$ cat src/rtl/sysopt_pkg.sv
package sysopt_pkg;
  localparam int DATA_W = 8;
  localparam int ADDR_W = 8;

  // Field positions
  localparam int TSEL_LO   = 6;
  localparam int TSEL_W    = 2;
  localparam int STOPEN_B  = 5;
  localparam int I2CLOC_B  = 2;
  localparam int DBGEN_B   = 1;
  localparam int RSTEN_B   = 0;

  // Implemented bits: 7:5 and 2:0
  localparam logic [DATA_W-1:0] WR_MASK   = 8'b1110_0111;
  // Bits that survive a non power-on reset
  localparam logic [DATA_W-1:0] KEEP_MASK = 8'b0000_0001;
  // Value after any reset, before the kept bits are merged in
  localparam logic [DATA_W-1:0] RST_BASE  = 8'b1100_0010;
endpackage

$ cat src/rtl/sysopt_bus_dec.sv
module sysopt_bus_dec
  import sysopt_pkg::*;
#(
  parameter logic [ADDR_W-1:0] REG_ADDR = '0
) (
  input  logic [ADDR_W-1:0] bus_addr,
  input  logic              bus_wr,
  input  logic [DATA_W-1:0] cfg_q,
  output logic              wr_hit,
  output logic [DATA_W-1:0] rd_data
);
  always_comb begin
    wr_hit  = bus_wr && (bus_addr == REG_ADDR);
    rd_data = cfg_q & WR_MASK;
  end
endmodule

$ cat src/rtl/sysopt_store.sv
module sysopt_store
  import sysopt_pkg::*;
(
  input  logic              clk,
  input  logic              rst_n,
  input  logic              rst_por,
  input  logic              wr_hit,
  input  logic [DATA_W-1:0] wdata,
  output logic [DATA_W-1:0] cfg_q
);
  logic locked_q;
  logic past_valid;

  always_ff @(posedge clk) begin
    past_valid <= 1'b1;
    if (!rst_n) begin
      locked_q <= 1'b0;
      cfg_q    <= (RST_BASE & ~KEEP_MASK) |
                  (rst_por ? '0 : (cfg_q & KEEP_MASK));
    end else if (wr_hit && !locked_q) begin
      locked_q <= 1'b1;
      cfg_q    <= wdata & WR_MASK;
    end
  end

  assert_lock_sets_R1: assert property (@(posedge clk) disable iff (!rst_n)
    (wr_hit && !locked_q) |=> (locked_q && cfg_q == ($past(wdata) & WR_MASK)));

  assert_locked_hold_R2: assert property (@(posedge clk) disable iff (!rst_n)
    locked_q |=> $stable(cfg_q));

  assert_nonpor_keep_R5: assert property (@(posedge clk) disable iff (!past_valid)
    (!rst_n && !rst_por) |=> (cfg_q[RSTEN_B] == $past(cfg_q[RSTEN_B])));

  assert_por_clear_R5: assert property (@(posedge clk) disable iff (!past_valid)
    (!rst_n && rst_por) |=> !cfg_q[RSTEN_B]);
endmodule

$ cat src/rtl/sysopt_stop_ctl.sv
module sysopt_stop_ctl (
  input  logic clk,
  input  logic rst_n,
  input  logic stop_req,
  input  logic stop_en,
  output logic stop_enter,
  output logic illegal_rst_req
);
  always_ff @(posedge clk) begin
    if (!rst_n) begin
      stop_enter      <= 1'b0;
      illegal_rst_req <= 1'b0;
    end else begin
      stop_enter      <= stop_req && stop_en;
      illegal_rst_req <= stop_req && !stop_en;
    end
  end

  assert_illegal_pulse_R6: assert property (@(posedge clk) disable iff (!rst_n)
    (stop_req && !stop_en) |=> (illegal_rst_req && !stop_enter));

  assert_stop_pulse_R7: assert property (@(posedge clk) disable iff (!rst_n)
    (stop_req && stop_en) |=> (stop_enter && !illegal_rst_req));

  assert_quiet_no_req_R6: assert property (@(posedge clk) disable iff (!rst_n)
    !stop_req |=> (!stop_enter && !illegal_rst_req));
endmodule

$ cat src/rtl/sysopt_reg.sv
module sysopt_reg
  import sysopt_pkg::*;
#(
  parameter logic [ADDR_W-1:0] REG_ADDR = 8'h1A
) (
  input  logic              clk,
  input  logic              rst_n,
  input  logic              rst_por,
  input  logic [ADDR_W-1:0] bus_addr,
  input  logic              bus_wr,
  input  logic [DATA_W-1:0] bus_wdata,
  output logic [DATA_W-1:0] rd_data,
  input  logic              stop_req,
  output logic              stop_enter,
  output logic              illegal_rst_req,
  output logic [TSEL_W-1:0] wdog_tsel,
  output logic              i2c_loc_b,
  output logic              dbg_pin_en,
  output logic              rst_pin_en,
  output logic              rst_pullup_en
);
  logic              wr_hit;
  logic [DATA_W-1:0] cfg_q;

  sysopt_bus_dec #(.REG_ADDR(REG_ADDR)) u_dec (
    .bus_addr (bus_addr),
    .bus_wr   (bus_wr),
    .cfg_q    (cfg_q),
    .wr_hit   (wr_hit),
    .rd_data  (rd_data)
  );

  sysopt_store u_store (
    .clk     (clk),
    .rst_n   (rst_n),
    .rst_por (rst_por),
    .wr_hit  (wr_hit),
    .wdata   (bus_wdata),
    .cfg_q   (cfg_q)
  );

  sysopt_stop_ctl u_stop (
    .clk             (clk),
    .rst_n           (rst_n),
    .stop_req        (stop_req),
    .stop_en         (cfg_q[STOPEN_B]),
    .stop_enter      (stop_enter),
    .illegal_rst_req (illegal_rst_req)
  );

  always_comb begin
    wdog_tsel     = cfg_q[TSEL_LO +: TSEL_W];
    i2c_loc_b     = cfg_q[I2CLOC_B];
    dbg_pin_en    = cfg_q[DBGEN_B];
    rst_pin_en    = cfg_q[RSTEN_B];
    rst_pullup_en = cfg_q[RSTEN_B];
  end

  assert_reserved_zero_R3: assert property (@(posedge clk) disable iff (!rst_n)
    rd_data[4:3] == 2'b00);

  assert_miss_no_change_R11: assert property (@(posedge clk) disable iff (!rst_n)
    (bus_wr && bus_addr != REG_ADDR) |=> $stable(rd_data));

  assert_never_both_R7: assert property (@(posedge clk) disable iff (!rst_n)
    !(stop_enter && illegal_rst_req));
endmodule

$ cat config.mk
export PLATFORM = sky130hd
export DESIGN_NAME = sysopt_reg
export DESIGN_NICKNAME = d
export VERILOG_FILES = /design/src/rtl/sysopt_pkg.sv /design/src/rtl/sysopt_bus_dec.sv /design/src/rtl/sysopt_store.sv /design/src/rtl/sysopt_stop_ctl.sv /design/src/rtl/sysopt_reg.sv
export SDC_FILE = /design/constraint.sdc
export NUM_CORES = 1
export LEC_CHECK = 0
export BUFFER_PORTS_ARGS = -buffer_cell sky130_fd_sc_hd__buf_2
export CORE_AREA = 3 3 40 42
export CTS_CLUSTER_DIAMETER = 30
export DETAILED_ROUTE_END_ITERATION = 6
export DIE_AREA = 0 0 43 45
export PLACE_DENSITY_LB_ADDON = 0.2
export REMOVE_ABC_BUFFERS = 1
export SYNTH_ARGS = -nofsm -noshare
export SYNTH_HDL_FRONTEND = slang
export SYNTH_HIERARCHICAL = 1
export SYNTH_SLANG_ARGS = --single-unit
$ cat constraint.sdc
create_clock -name clk -period 2.9 [get_ports clk]
set_input_delay 0.435 -clock clk [delete_from_list [all_inputs] [get_ports clk]]
set_output_delay 0.435 -clock clk [all_outputs]
set_load 0.01 [all_outputs]
==> run_results.csv <==
group,metric,value,unit
route,routedWlPerCell,10.4,µm
layout,fin_nets,90,
global_route,grt_antenna_before_repair,0,
global_route,grt_pass1_wl,1410,µm
power,power.leakage,0.303,nW
yosys,netlist_area,444,µm²
clock_tree,clk_latency,250,ps
global_route,grt_pass1_vias,328,
worst_hold_path,whs_path_depth,2,
clock_tree,cts_tree,"built",
power,switching_share,0.210,
worst_setup_path,crit_path_start_kind,"primary input",
placement,dp_hpwl,708,µm
timing,skew,0.394,ps
global_route,grt_max_degree,12,
clock_tree,ctsHoldBuffers,0,
timing,layout_min_cycle_time,1550,ps
power,clkPwrFrac,0.365,
clock_tree,htree_num_levels,1,
placement,place_congestion,0.610,
layout,fillers,129,
route,drc_errors,0,
worst_setup_path,path_max_fanout,8,
yosys,avgSynthCellArea,10.8,µm²
yosys,postSynthCellCount,41,
worst_setup_path,timing.critical_path.cells,"buf_2 -> nor4bb_1 -> and4b_1 -> nor2b_4 -> mux2_2",
die,die_x,43,µm
worst_setup_path,arrival,1520,ps
clock_tree,clkSinkCount,9,
layout,final_area,581,µm²
run,drv_cap,0,
worst_setup_path,required,2870,ps
power,switchingPower,53.6,µW
route,vias,354,
route,initialDrtViolationCount,3,
layout,area.growth.synth_to_final,30.7,%
worst_setup_path,worstRegToRegCells,2,
worst_setup_path,crit_path_end_kind,"register",
timing,final_max_slew_viol_count,0,
die,die-height,45,µm
placement,port_buffers,32,
placement,dp_slack,1070,ps
worst_setup_path,slowest_stage,"and4b_1",
placement,place_inst,79,
worst_setup_path,cp_num_buf_inv,1,
clock_tree,cts.path.max_buffers,2,
layout,fin_cells,83,
layout,final_common_cell,"buf_2",
power,irDropWorstVdd,0.000230,V
layout,utilization,0.452,
yosys,ys_warn_count,6,
timing,hold_viol_final,0,
timing,setup_tns,0,ps
power,pwr_density_cell,439,mW/mm²
die,row_count,13,
layout,drive_gt1_frac,0.559,
die,start_util,0.346,
status,status,"finished clean",
power,intPower,201,µW
worst_hold_path,hp-class,"primary input to register",
route,viasPerCell,4.27,
route,firstDrtPassIters,2,
clock_tree,cts_resized,0,
clock_tree,clk_pin_slew_worst_paths,60,ps
layout,antenna_cells,0,
route,drt_wl_total,864,µm
placement,post_dp_cell_area,554,µm²
worst_setup_path,path_class,"primary input to register",
power,power_frac_comb,0.105,
worst_setup_path,cpPeakStageDelay,310,ps
timing,setup_viol,0,
timing,setup_ws,1350,ps
clock_tree,post-cts-setup-buffers,0,
worst_setup_path,cp_top_family,"simple AND/OR/NAND/NOR gates",
clock_tree,clk_root_buffer_cell,"clkbuf_4",
worst_setup_path,path_depth,5,
clock_tree,numCtsBuffers,3,
timing,rsz0062_at_grt,"no",
global_route,grt_overflow,0,
global_route,grt_usage,0.0965,
power,seq_power_share,0.529,
timing,max_freq,0.646,GHz
route,final_antenna_net_count,0,
die,dieArea,0.00194,mm²
die,pin_count,37,
die,core_area,0.00128,mm²
layout,final_cell_mix,"buf_2 (32), dfxtp_1 (6)",
timing,post-route-period-util,0.534,
==> flip-flops by register name, summed over array words and instances, names as in the netlist <==
signal	flops
u_stop/stop_enter	1
u_stop/illegal_rst_req	1
u_store/locked_q	1
u_store/cfg_q	6
==> stage by stage <==
stage	hold slack (ps)	power, mW
after floorplan	524	0.146
after CTS	422	0.259
after detailed placement	495	0.165
after global routing	434	0.271
after global placement	491	0.165
final	429	0.255
==> power by group through the flow <==
| stage | clock, mW | sequential (mW) | combinational [mW] |
|---|---|---|---|
| 3_3_place_gp | 0 | 0.137 | 0.0271 |
| 5_1_grt | 0.106 | 0.135 | 0.0298 |
| 6_report | 0.0932 | 0.135 | 0.0268 |
| 4_1_cts | 0.0971 | 0.135 | 0.0271 |
| 2_1_floorplan | 0 | 0.141 | 0.00518 |
| 3_5_place_dp | 0 | 0.138 | 0.0271 |
==> layer usage <==
metal | global-route usage | wire [µm]
met5 | 0 | 0
met4 | 0.0361 | 0
met3 | 0.0359 | 117
met2 | 0.147 | 372
met1 | 0.126 | 374
==> path summary, 6_finish.rpt <==
kind               startpoint                      to  slack [ps]
max               bus_addr[7]        u_store/cfg_q[0]        1350
min                  stop_req  u_stop/illegal_rst_req         430
max reg2reg  u_store/locked_q        u_store/cfg_q[0]        1880
min reg2reg  u_store/cfg_q[6]        u_store/cfg_q[6]         500
==> final cells by class <==
cell class | instances | area [µm²] | share of cell area
clock buffers | 4 | 26.3 | 0.0453
inverters | 3 | 11.3 | 0.0194
multi-input cells | 20 | 154 | 0.265
flip-flops and latches | 9 | 210 | 0.362
well taps | 15 | 18.8 | 0.0323
repair buffers | 32 | 160 | 0.276
==> worst register-to-register path: cells and delay by family (launching register included) <==
family	cells	cell delay [ps]
DFF	1	350
muxes	1	180
and+or+nand+nor	1	200
Power figures use the tool's default switching activity.
